==> config.mk <==
export PLATFORM = sky130hd
export DESIGN_NAME = wake_event_unit
export DESIGN_NICKNAME = d
export VERILOG_FILES = /design/src/rtl/pmw_pkg.sv /design/src/rtl/pmw_ctrl.sv /design/src/rtl/pmw_datapath.sv /design/src/rtl/wake_event_unit.sv
export SDC_FILE = /design/constraint.sdc
export NUM_CORES = 1
export LEC_CHECK = 0
export BUFFER_PORTS_ARGS = -buffer_cell sky130_fd_sc_hd__buf_2
export CORE_AREA = 8 8 45 47
export CTS_CLUSTER_DIAMETER = 200
export DETAILED_ROUTE_END_ITERATION = 6
export DIE_AREA = 0 0 53 55
export PLACE_DENSITY_LB_ADDON = 0.2
export SETUP_SLACK_MARGIN = 0.5
export SYNTH_ARGS = -nofsm -noshare
export SYNTH_HDL_FRONTEND = slang
export SYNTH_HIERARCHICAL = 1
export SYNTH_SLANG_ARGS = --single-unit
export TNS_END_PERCENT = 20
==> constraint.sdc <==
create_clock -name clk -period 2.1 [get_ports clk]
set_input_delay 0 -clock clk [delete_from_list [all_inputs] [get_ports clk]]
set_output_delay 0 -clock clk [all_outputs]
set_load 0.01 [all_outputs]
==> src/rtl/pmw_pkg.sv <==
package pmw_pkg;
  localparam int NUM_SRC = 4;

  typedef struct packed {
    logic               globalClr;
    logic [NUM_SRC-1:0] wakeClr;
  } ctrl_strobe_t;
endpackage

==> src/rtl/pmw_ctrl.sv <==
module pmw_ctrl #(
  parameter int ADDR_W = 8,
  parameter int DATA_W = 8,
  parameter logic [ADDR_W-1:0] GLOBAL_IDX = 8'hC6,
  parameter logic [ADDR_W-1:0] WAKE_IDX = 8'hC7,
  parameter int WAKE_LSB = 1
) (
  input  logic                        clk,
  input  logic                        rstN,
  input  logic [ADDR_W-1:0]           regAddr,
  input  logic [DATA_W-1:0]           regWrData,
  input  logic                        regWrEn,
  input  logic                        globalFlag,
  input  logic [pmw_pkg::NUM_SRC-1:0] wakeStat,
  output pmw_pkg::ctrl_strobe_t       strobes,
  output logic [DATA_W-1:0]           regRdData
);
  localparam int NSRC = pmw_pkg::NUM_SRC;
  localparam int WAKE_MSB = WAKE_LSB + NSRC - 1;

  logic hitGlobal;
  logic hitWake;

  assign hitGlobal = (regAddr == GLOBAL_IDX);
  assign hitWake   = (regAddr == WAKE_IDX);

  // Write decode: only the defined bits become clear strobes.
  always_comb begin
    strobes = '0;
    strobes.globalClr = regWrEn && hitGlobal && regWrData[0];
    if (regWrEn && hitWake) begin
      strobes.wakeClr = regWrData[WAKE_MSB:WAKE_LSB];
    end
  end

  // Read mux: reserved and foreign bits stay at zero.
  always_comb begin
    regRdData = '0;
    if (hitGlobal) begin
      regRdData[0] = globalFlag;
    end else if (hitWake) begin
      regRdData[WAKE_MSB:WAKE_LSB] = wakeStat;
    end
  end

  // no clear strobe without a write to a matching index
  p_no_stray_clear_r9: assert property (@(posedge clk) disable iff (!rstN)
    (!regWrEn || (!hitGlobal && !hitWake)) |-> (strobes == '0));

  // the reserved low bit of the wake register always reads zero
  p_reserved_low_r8: assert property (@(posedge clk) disable iff (!rstN)
    hitWake |-> (regRdData[0] == 1'b0));
endmodule

==> src/rtl/pmw_datapath.sv <==
module pmw_datapath (
  input  logic                        clk,
  input  logic                        rstN,
  input  logic [pmw_pkg::NUM_SRC-1:0] wakePulse,
  input  logic [pmw_pkg::NUM_SRC-1:0] srcEnable,
  input  logic                        pmeEnable,
  input  pmw_pkg::ctrl_strobe_t       strobes,
  output logic [pmw_pkg::NUM_SRC-1:0] wakeStat,
  output logic                        globalFlag,
  output logic                        pmeOutN
);
  localparam int NSRC = pmw_pkg::NUM_SRC;

  logic anyArmed;

  // One sticky bit per source; the event takes priority over the clear.
  for (genvar i = 0; i < NSRC; i++) begin : g_src
    always_ff @(posedge clk or negedge rstN) begin
      if (!rstN) begin
        wakeStat[i] <= 1'b0;
      end else if (wakePulse[i]) begin
        wakeStat[i] <= 1'b1;
      end else if (strobes.wakeClr[i]) begin
        wakeStat[i] <= 1'b0;
      end
    end

    // an event always leaves its bit set
    p_event_sets_r2: assert property (@(posedge clk) disable iff (!rstN)
      wakePulse[i] |=> wakeStat[i]);

    // a write-1 clear without a competing event clears the bit
    p_clear_r3: assert property (@(posedge clk) disable iff (!rstN)
      (strobes.wakeClr[i] && !wakePulse[i]) |=> !wakeStat[i]);

    // with no event and no clear the bit holds its value
    p_hold_r3: assert property (@(posedge clk) disable iff (!rstN)
      (!strobes.wakeClr[i] && !wakePulse[i]) |=> $stable(wakeStat[i]));
  end

  assign anyArmed = |(wakeStat & srcEnable);

  always_ff @(posedge clk or negedge rstN) begin
    if (!rstN) begin
      globalFlag <= 1'b0;
    end else if (anyArmed) begin
      globalFlag <= 1'b1;
    end else if (strobes.globalClr) begin
      globalFlag <= 1'b0;
    end
  end

  assign pmeOutN = ~(globalFlag & pmeEnable);

  // an enabled pending source sets the flag on the next edge
  p_global_sets_r5: assert property (@(posedge clk) disable iff (!rstN)
    anyArmed |=> globalFlag);

  // the flag only falls through a write-1 clear
  p_global_falls_r6: assert property (@(posedge clk) disable iff (!rstN)
    $fell(globalFlag) |-> $past(strobes.globalClr));
endmodule

==> src/rtl/wake_event_unit.sv <==
module wake_event_unit #(
  parameter int ADDR_W = 8,
  parameter int DATA_W = 8,
  parameter logic [ADDR_W-1:0] GLOBAL_IDX = 8'hC6,
  parameter logic [ADDR_W-1:0] WAKE_IDX = 8'hC7,
  parameter int WAKE_LSB = 1
) (
  input  logic                        clk,
  input  logic                        standbyRstN,
  input  logic [pmw_pkg::NUM_SRC-1:0] wakePulse,
  input  logic [pmw_pkg::NUM_SRC-1:0] srcEnable,
  input  logic                        pmeEnable,
  input  logic [ADDR_W-1:0]           regAddr,
  input  logic [DATA_W-1:0]           regWrData,
  input  logic                        regWrEn,
  output logic [DATA_W-1:0]           regRdData,
  output logic                        pmeOutN
);
  pmw_pkg::ctrl_strobe_t       strobes;
  logic [pmw_pkg::NUM_SRC-1:0] wakeStat;
  logic                        globalFlag;

  pmw_ctrl #(
    .ADDR_W(ADDR_W), .DATA_W(DATA_W), .GLOBAL_IDX(GLOBAL_IDX),
    .WAKE_IDX(WAKE_IDX), .WAKE_LSB(WAKE_LSB)
  ) ctrl_i (
    .clk(clk), .rstN(standbyRstN), .regAddr(regAddr), .regWrData(regWrData),
    .regWrEn(regWrEn), .globalFlag(globalFlag), .wakeStat(wakeStat),
    .strobes(strobes), .regRdData(regRdData)
  );

  pmw_datapath dp_i (
    .clk(clk), .rstN(standbyRstN), .wakePulse(wakePulse), .srcEnable(srcEnable),
    .pmeEnable(pmeEnable), .strobes(strobes), .wakeStat(wakeStat),
    .globalFlag(globalFlag), .pmeOutN(pmeOutN)
  );

  // the output is never low while the global enable is off
  p_out_gated_r7: assert property (@(posedge clk) disable iff (!standbyRstN)
    !pmeEnable |-> pmeOutN);
endmodule

==> impl_metrics.json <==
{
  "tns_ps": 0,
  "fin_nets": 113,
  "synth_xor_area_share_pct": 0,
  "cp.arrival_ps": 1150,
  "r2r_end": "dp_i/globalFlag",
  "ys_types": 14,
  "finalInstanceArea_sq_um": 653,
  "outcome": "completed",
  "maxCapViolCount": 0,
  "critical-path-max-stage-delay_ps": 560,
  "initial_utilization_pct": 30.6,
  "first_pass_iters": 1,
  "path_class": "input pin to output port",
  "cts_sinks": 5,
  "grt_usage_pct": 9.25,
  "hold_violations": 0,
  "ys_top_cells_by_area": "dfrtp_1, nor3_2, inv_1",
  "drc": 0,
  "fillers": 149,
  "p_leak_nw": 0.333,
  "synth_area_leader_cell": "dfrtp_1",
  "fin_cells": 100,
  "worstSetupStartpoint": "regAddr[4]",
  "dpl_cell_area_sq_um": 567,
  "register_area_sq_um": 125,
  "synth_edf_count": 0,
  "clock_latency_ps": 240,
  "synth.cell_area_sq_um": 423,
  "setup_viol": 0,
  "antenna_found_initial": 0,
  "grt_pass1_wl_mm": 1.95,
  "yosysWarnings": 6,
  "post_cts_buffers": 0,
  "cp-start-kind": "input pin",
  "maxSlewViolCount": 0,
  "fin_skew_ps": 2.10,
  "drive_above_1_share_pct": 53.6,
  "min_period_ps": 1150,
  "cp-end-kind": "output port",
  "synth_fa_ha_area_share_pct": 0,
  "routed_wl_mm": 1.12,
  "fmax_mhz": 871,
  "r2r_cells": 2,
  "placed_cells": 90,
  "via_count": 416,
  "drt_first_iter_violations": 0,
  "dp_hpwl_um": 937,
  "rsz0062_at_grt": "no",
  "ios": 37,
  "detail-route-antenna-nets": 0,
  "min_period_over_period_pct": 54.7,
  "holdCritPathClass": "input pin to flop",
  "place.gp.congestion": 0.719,
  "vias_per_cell": 4.16,
  "rrSetupSlack_ps": 1310,
  "synth_mux_area_share_pct": 0,
  "worst_slew_pin_slew_ps": 590,
  "postSynthCellCount": 46,
  "slew_headroom_pct": 60.4,
  "cts_htree_levels": 1,
  "synth.avg_cell_area_sq_um": 9.19,
  "grt_max_degree": 11,
  "yosys.area.top_type_share_pct": 29.6,
  "crit_path_cell_trace": "buf_2 -> nand4bb_1 -> nor3_2 -> buf_2",
  "cts_made_buffers": 3,
  "r2r_start": "dp_i/wakeStat[0]",
  "yosys-top-cells-count": "nor3_2, inv_1, nand2_1",
  "diodes": 0,
  "clockBufferDepth": 2,
  "crit_top_cell": "buf_2",
  "design.die.area_sq_um": 2920,
  "core_area_sq_um": 1380,
  "die_w_um": 53,
  "die_height_um": 55,
  "p_per_area_nw_per_um2": 395,
  "rows": 14,
  "irDropWorstVdd_mv": 0.262,
  "area_growth_pct": 54.4,
  "synth_compound_area_share_pct": 10.9,
  "synth_most_common_cell": "nor3_2",
  "overflow": 0,
  "wl_per_cell_um": 11.2,
  "crit_end": "regRdData[4]",
  "clock-root-buffer": "clkbuf_4",
  "worstPathRequired_ps": 2100,
  "ys_seq_area_share_pct": 29.6,
  "io_buffers": 30,
  "grt_pass1_vias": 482,
  "synth_top_family_by_area": "simple AND/OR/NAND/NOR gates",
  "synth-seq-cells": 5,
  "clk_pin_slew_ps": 40,
  "synth_flop_cell": "dfrtp_1",
  "critPathMaxFanout": 10,
  "crit_slowest_cell": "nand4bb_1",
  "synth-simple-area-share_pct": 42.6,
  "cts_tree": "done",
  "postSynth.asyncResetShare_pct": 100,
  "multi_input_area_sq_um": 238
}
## layout make-up
cell class | count | area share [%]
timing repair buffer | 36 | 32.2
tap | 16 | 3.07
sequential | 5 | 19.2
clock buffer | 4 | 4.02
inverter | 9 | 5.17
multi-input combinational | 30 | 36.4
## metal layers
metal	global-route usage [%]	share of wire [%]	wire (um)
met5	0	0	0
met4	7.76	0.98	11
met3	4.01	15	163
met2	14.5	46	520
met1	9.47	38	424
## state kept, by name, summed over array words and instances, names as in the netlist
register / count
dp_i/globalFlag: 1
dp_i/wakeStat: 4
## worst min path at each step
stage	from	end	slack, ps	depth (start not counted)
final	srcEnable[2]	dp_i/globalFlag	4	3
after CTS	srcEnable[2]	dp_i/globalFlag	2	3
after global routing	srcEnable[2]	dp_i/globalFlag	30	3
after detailed placement	standbyRstN	dp_i/wakeStat[1]	-180	1
after global placement	standbyRstN	dp_i/wakeStat[1]	-180	1
after floorplan	standbyRstN	dp_i/globalFlag	-300	0
## what timing repair did
item / in CTS / in global routing
hold buffers: 6 / 0
endpoints found under the hold margin: 10 / 0
gates resized for setup: 0 / 0
## through the flow
step           utilization (%)  total power, mW  setup slack, ps  hold WS [ps]
6_report                  47.2            0.258              952          3.69
5_1_grt                   47.2            0.276              813          25.7
4_1_cts                   47.2            0.266              921          1.95
3_5_place_dp              41.0            0.143              716          -180
3_3_place_gp              41.0            0.142              720          -180
2_1_floorplan                -            0.119             1250          -296
## logic make-up after synthesis
logic type / after synthesis
AO/OA/AOI/OAI: 6
buffers and inverters: 13
other: 1
flip-flops: 5
AND/OR/NAND/NOR: 21
## worst max-delay path: cells and delay by family
| family | cells | cell delay (ps) |
|---|---|---|
| and+or+nand+nor | 2 | 890 |
| buffers and inverters | 2 | 260 |
## power breakdown
group	total, mW	internal [mW]	switching, mW
Clock	0.109	0.0717	0.0372
Sequential	0.0969	0.0968	0.0000681
Combinational	0.0521	0.0294	0.0227
Total	0.258	0.198	0.0600
## layout by cell type (no fill, tap or decap)
cell type      count
buf_2             30
nor3_2            10
inv_1              9
nand2_1            6
dlygate4sd3_1      6
dfrtp_1            5
clkbuf_4           3
conb_1             3
a21o_1             3
nand4bb_1          2
a22oi_1            2
clkbuf_1           1
nand4b_4           1
nand2b_1           1
nand3_1            1
a21o_2             1
No activity file was read; power rests on OpenSTA's default activity.
